$ cat config.mk
export PLATFORM = sky130hd
export DESIGN_NAME = dual_baud_gen
export DESIGN_NICKNAME = d
export VERILOG_FILES = /design/src/rtl/dual_baud_gen.sv
export SDC_FILE = /design/constraint.sdc
export NUM_CORES = 1
export LEC_CHECK = 0
export CAP_MARGIN = 5
export CORE_ASPECT_RATIO = 1.2
export CORE_MARGIN = 4
export CORE_UTILIZATION = 40
export DETAILED_ROUTE_END_ITERATION = 7
export GPL_ROUTABILITY_DRIVEN = 0
export GPL_TIMING_DRIVEN = 1
export PLACE_DENSITY = 0.59
export SYNTH_ARGS = -nofsm -noshare
export SYNTH_HDL_FRONTEND = slang
export SYNTH_SLANG_ARGS = --single-unit
$ cat constraint.sdc
create_clock -name clk -period 2.25 [get_ports clk]
set_input_delay 0.225 -clock clk [delete_from_list [all_inputs] [get_ports clk]]
set_output_delay 0.225 -clock clk [all_outputs]
set_load 0.1 [all_outputs]
$ cat src/rtl/dual_baud_gen.sv
module dual_baud_gen #(
  parameter int BYTE_W = 8,
  parameter int FRAC_W = 4
) (
  input  logic              clk,
  input  logic              rst_n,
  input  logic              wr_en,
  input  logic [1:0]        wr_addr,
  input  logic [BYTE_W-1:0] wr_data,
  output logic              tx_tick,
  output logic              tx_center,
  output logic              rx_tick,
  output logic              rx_center
);
  localparam int DIV_W = 2 * BYTE_W;
  localparam int OSC_W = 4;

  logic              indep_q, sel_q;
  logic [BYTE_W-1:0] lo_q [2];
  logic [BYTE_W-1:0] hi_q [2];
  logic [FRAC_W-1:0] frac_q [2];
  logic [1:0]        os_q [2];
  logic [1:0]        g_tick, g_ctr, hit;

  wire ext_wr    = wr_en && (wr_addr == 2'd2);
  wire new_indep = ext_wr ? wr_data[6] : indep_q;
  wire new_sel   = ext_wr ? wr_data[7] : sel_q;

  assign hit[0] = wr_en && !new_sel;
  assign hit[1] = wr_en && new_indep && new_sel;

  always_ff @(posedge clk or negedge rst_n)
    if (!rst_n) begin
      indep_q <= 1'b0;
      sel_q   <= 1'b0;
    end else if (ext_wr) begin
      indep_q <= wr_data[6];
      sel_q   <= wr_data[7];
    end

  for (genvar g = 0; g < 2; g++) begin : g_gen
    logic [DIV_W-1:0]  div, cnt;
    logic [FRAC_W-1:0] acc;
    logic [FRAC_W:0]   sum;
    logic [OSC_W-1:0]  osc, last, half;
    logic              active, at_zero;

    always_ff @(posedge clk or negedge rst_n)
      if (!rst_n) begin
        lo_q[g]   <= '0;
        hi_q[g]   <= '0;
        frac_q[g] <= '0;
        os_q[g]   <= 2'b00;
      end else if (hit[g]) begin
        case (wr_addr)
          2'd0:    lo_q[g] <= wr_data;
          2'd1:    hi_q[g] <= wr_data;
          2'd2:    {os_q[g], frac_q[g]} <= wr_data[5:0];
          default: ;
        endcase
      end

    assign div     = {hi_q[g], lo_q[g]};
    assign active  = (div != '0);
    assign at_zero = (cnt == '0);
    assign sum     = {1'b0, acc} + {1'b0, frac_q[g]};
    assign last    = (os_q[g] == 2'b00) ? OSC_W'(15) : (os_q[g] == 2'b01) ? OSC_W'(7) : OSC_W'(3);
    assign half    = (os_q[g] == 2'b00) ? OSC_W'(8)  : (os_q[g] == 2'b01) ? OSC_W'(4) : OSC_W'(2);

    always_ff @(posedge clk or negedge rst_n)
      if (!rst_n) begin
        cnt       <= '0;
        acc       <= '0;
        osc       <= '0;
        g_tick[g] <= 1'b0;
        g_ctr[g]  <= 1'b0;
      end else if (!active) begin
        cnt       <= '0;
        acc       <= '0;
        osc       <= '0;
        g_tick[g] <= 1'b0;
        g_ctr[g]  <= 1'b0;
      end else begin
        g_tick[g] <= at_zero;
        g_ctr[g]  <= at_zero && (osc == half);
        if (at_zero) begin
          cnt <= div - DIV_W'(1) + DIV_W'(sum[FRAC_W]);
          acc <= sum[FRAC_W-1:0];
          osc <= (osc >= last) ? '0 : osc + OSC_W'(1);
        end else begin
          cnt <= cnt - DIV_W'(1);
        end
      end
  end

  assign tx_tick   = g_tick[0];
  assign tx_center = g_ctr[0];
  assign rx_tick   = indep_q ? g_tick[1] : g_tick[0];
  assign rx_center = indep_q ? g_ctr[1]  : g_ctr[0];
endmodule


Word-level counts from Yosys, hierarchy flattened. Cells that the tools add are included.

Bits in registers: 98. Input bits: 13. Logic and storage cells: 90.

Order comparisons: 2. Add/subtract/negate cells: 10. Reduce and logical (&&, ||, !) cells: 20. Equal/unequal tests: 8. Mux-type cells: 30.

Operators with widths (number): two-way mux 16 bit (4); subtractor 16 x 1 -> 16 bit (second input constant) (4); two-way mux 4 bit (14); adder 16 x 1 -> 16 bit (2); zero test 16 bit (2); nonzero test 16 bit (2); two-way mux 3 bit (4); AND reduction 2 bit (6); adder 4 x 4 -> 5 bit (2); adder 4 x 1 -> 4 bit (second input constant) (2); equality test 4 bit (2); greater-or-equal comparator 4 bit (2); two-way mux 1 bit (8); equality test 2 x 1 -> 1 bit (second input constant) (3); logical AND 1 bit (6); zero test 2 bit (3); inequality test 2 x 1 -> 1 bit (second input constant) (2); equality test 2 bit (second input constant) (1); zero test 1 bit (1).

Logic depth before layout (Yosys ltp).
Word-level depth: 7. Depth in mapped cells: 12. Mapped depth without buffers: 12.

Least setup slack after synthesis. OpenSTA, ideal clock, no wires.

Path kind: reg-to-reg. Start: register frac_q[0] (netlist bit). End: register g_gen[1].cnt[9]. Setup time: 125 ps. Arrival time: 2191 ps. Slack: -66 ps. Cell stages (with the launch flop): 13. Cell sequence: dfrtp_1 -> ha_1 -> inv_1 -> fa_1 -> inv_1 -> a21o_1 -> a21oi_1 -> ha_1 -> nor2b_1 -> nand4b_1 -> xnor2_1 -> nor2_1 -> a2111oi_0.

Longest elaborated chain between the ends: 4.

Ends and longest elaborated chain: start: declaration (RTL line 21) `logic [FRAC_W-1:0] frac_q [2];`; start signal: indexed assignment (RTL line 58) `2'd2: {os_q[g], frac_q[g]} <= wr_data[5:0];`; adder 4 x 4 -> 5 bit (RTL line 66) `assign sum = {1'b0, acc} + {1'b0, frac_q[g]};`; adder 16 x 1 -> 16 bit (RTL line 87) `cnt <= div - DIV_W'(1) + DIV_W'(sum[FRAC_W]);`; two-way mux 16 bit (RTL line 86) `if (at_zero) begin`; two-way mux 16 bit (RTL line 77) `end else if (!active) begin`; end signal: assignment (RTL line 87); end signal: assignment (RTL line 91) `cnt <= cnt - DIV_W'(1);`; end: declaration (RTL line 42) `logic [DIV_W-1:0] div, cnt;`.

Every way passes these cells. A chain may end at the register's enable or synchronous reset.

Worst setup path after layout.
Start: register g_gen[1].acc[0]. End: register g_gen[1].cnt[15].

Longest elaborated chain between the ends: 4.

Ends and longest elaborated chain: start: declaration (RTL line 43) `logic [FRAC_W-1:0] acc;`; start signal: assignment (RTL line 88) `acc <= sum[FRAC_W-1:0];`; adder 4 x 4 -> 5 bit (RTL line 66); adder 16 x 1 -> 16 bit (RTL line 87); two-way mux 16 bit (RTL line 86); two-way mux 16 bit (RTL line 77).

Every way passes these cells.

==> run summary <==
synthesized cell area = 5400 sq um
CTS Buffer Depth = 2
critical path cell sequence = ha_2 > inv_2 > fa_2 > inv_2 > a21o_1 > a21oi_2 > ha_2 > nor2b_4 > buf_6 > nand4_1 > xnor2_1 > o211a_1
Total GRT Usage = 17.0%
Max Clk Rate = 444 MHz
num rows = 46
Clock Skew = 0.00572 ns
register area share after synthesis = 45.4%
vias in the first global route = 4276
CTS Buf Count = 9
initial antenna violation count = 0
R2R Path Start = g_gen[1].acc[0]
Worst Tran Pin Value = 0.563 ns
IO buf count = 16
Cells after Synth = 521
initial core utilization = 40.8%
failing checks = setup timing
hpwl dp = 9020 um
DRT Pass-1 Iters = 4
Avg Vias per Cell = 5.43
Critical Path Source = g_gen[1].acc[0]
slowest cell on the critical path = dfrtp_1
global route total overflow = 0
DRT antenna net count = 0
register bit total from synthesis = 98
Placed Area = 6040 sq um
CTS tree = built
Final WS setup = -0.00428 ns
status = complete, but fails checks
setup_tns = -0.00724 ns
area delta synth->final = 25.1%
DRC viols = 0
Post-synth EDFFs = 0
pre-CTS worst setup slack = -0.239 ns
Worst-path clk slew = 0.07 ns
final hold violation count = 0
Crit Path Max Fanout = 3
syn nets = 558
slew margin rel. = 62.5%
Clock Sinks = 98
I/O pins = 17
Hold Crit Class = primary input to async pin
CP peak stage delay = 0.39 ns
Max Cap Viol = 0
layout cells sized above 1 = 31.5%
main flop type after synthesis = dfrtp_1
Critical Path AT = 2.49 ns
Core ar. = 13200 sq um
syn avg cell area = 10.4 sq um
Die Span Y = 135 um
Die X = 114 um
Worst VDD drop = 0.000607 V
Synth warnings = 0
RSZ-0062 raised after global routing = true
P_leak = 2.88 nW
final setup fails = 2
global-route wire length before repair = 21000 um
Final Instance Area = 6760 sq um
period utilization = 100%
aggregate routed wire length = 12700 um
critical path class = register to register
Util after Layout = 51.1%
Skew-Pair Late Insertion Delay = 0.34 ns
Fill cells = 1213
Final Slew Violations = 0
CP Launch Type = register
Tmin final = 2.25 ns
H-tree depth = 3
ys async rst share = 100%
vias = 4132
post-synth cell types = 53
nets = 625
n_diodes = 0
largest net degree at the start of global routing = 42
CTS root buf = clkbuf_16
initial DRC count = 150
full die area = 15400 sq um
Worst Path Required = 2.48 ns
Power per Cell Area = 1170 nW/um^2
WL/cell = 16.8 um
CP Capture Type = register
==> cell families after synthesis <==
family,after synthesis,share of synthesized area (%)
multiplexers,46,9.56
XOR/XNOR,51,8.27
AND/OR/NAND/NOR,193,18.9
buffers and inverters,30,2.50
adder cells (fa/ha/maj),24,5.84
AO/OA/AOI/OAI,79,9.52
flip-flops,98,45.4
==> state kept, by name (all words and copies together) (netlist names) <==
register   flops
g_gen.cnt     32
g_gen.div     32
frac_q         8
g_gen.acc      8
g_gen.osc      8
os_q           4
g_ctr          1
g_tick         1
indep_q        1
sel_q          1
tx_center      1
tx_tick        1
==> path summary, 6_finish.rpt <==
| check | depth (start not counted) | to | slack [ns] |
|---|---|---|---|
| max | 12 | g_gen[1].cnt[15] | -0.004 |
| min | 2 | g_gen[0].osc[0] | 0.41 |
| max reg2reg | 12 | g_gen[1].cnt[15] | -0.004 |
| min reg2reg | 1 | frac_q[0] | 0.52 |
| max in group asynchronous | 3 | g_gen[1].div[1] | 1.02 |
| min in group clk | 1 | frac_q[0] | 0.52 |
==> where the power goes <==
group / switching, mW / internal, mW / total [mW]
clock network: 0.654 / 1.04 / 1.69
registers: 0.685 / 2.37 / 3.06
logic: 1.47 / 1.67 / 3.14
==> cells in the final DEF (no fill, tap or decap), drive strengths merged, types with 3 or more instances in the layout <==
cell type	n
a211oi	17
mux2	45
nor2	55
xnor2	26
inv	17
or4	4
nor3b	4
nand3b	3
nand4	5
clkdlybuf4s50	11
nand3	13
and3	4
xor2	25
a31oi	3
or2	5
o21ai	9
clkbuf	12
buf	57
and2	3
a21oi	19
nand2	39
dfrtp	98
or3	6
a21o	6
nor2b	6
ha	22
nor4	13
nor3	18
nand2b	8
o22ai	15
==> stage by stage <==
stage / cells / hold WS, ns / total power, mW
3_5_place_dp: 737 / 0.242 / 5.69
4_1_cts: 757 / 0.420 / 7.59
5_1_grt: 761 / 0.455 / 8.44
3_3_place_gp: 737 / 0.241 / 5.60
2_1_floorplan: 521 / -0.0706 / 4.78
6_report: 761 / 0.409 / 7.89
==> what timing repair did <==
action	4_1_cts	5_1_grt
setup endpoints to repair	20	34
endpoints found under the hold margin	38	0
pin swaps	21	28
setup buffers	3	4
resized for setup	30	46
hold buffers	1	0
==> critical path, delay by kind of cell (launching register included) <==
family / cells / cell delay, ns
adders and majority gates: 3 / 0.61
AOI/OAI and AO/OA: 3 / 0.49
xor gates and xnor gates: 1 / 0.17
buffers and inverters: 3 / 0.21
DFF: 1 / 0.39
and+or+nand+nor: 2 / 0.27
==> layout make-up <==
type | count | area, sq um | area share (%)
timing repair buffer | 69 | 574 | 8.50
tap | 168 | 210 | 3.11
clock inverter | 4 | 73.8 | 1.09
multi-input combinational | 393 | 3130 | 46.3
inverter | 17 | 63.8 | 0.944
clock buffer | 12 | 256 | 3.79
sequential | 98 | 2450 | 36.3
==> routing by layer <==
| metal | vias up | routed length (um) | GRT usage [%] |
|---|---|---|---|
| li1 | 1998 | - | - |
| met1 | 2067 | 5460 | 21.1 |
| met2 | 53 | 6790 | 29.9 |
| met3 | 14 | 310 | 2.77 |
| met4 | 0 | 182 | 5.87 |
| met5 | - | 0 | 0 |
==> Yosys cell counts, types with 5 or more instances <==
cell type	count	area, sq um
nand4_1	5	31.3
xnor2_1	26	228
o22ai_1	15	93.8
o21ai_0	9	45.0
a21oi_1	19	95.1
ha_1	22	275
nor3_1	15	75.1
nand2b_1	8	50.1
a211oi_1	17	128
clkbuf_1	6	22.5
mux2_2	45	507
dfrtp_1	98	2450
inv_1	17	63.8
nand3_1	13	65.1
nor4_1	10	62.6
nor2_1	55	206
nand2_1	39	146
xor2_1	25	219
a21o_1	6	45.0
or3_1	5	31.3
nor2b_1	6	37.5
No activity file was read; power rests on OpenSTA's default activity.
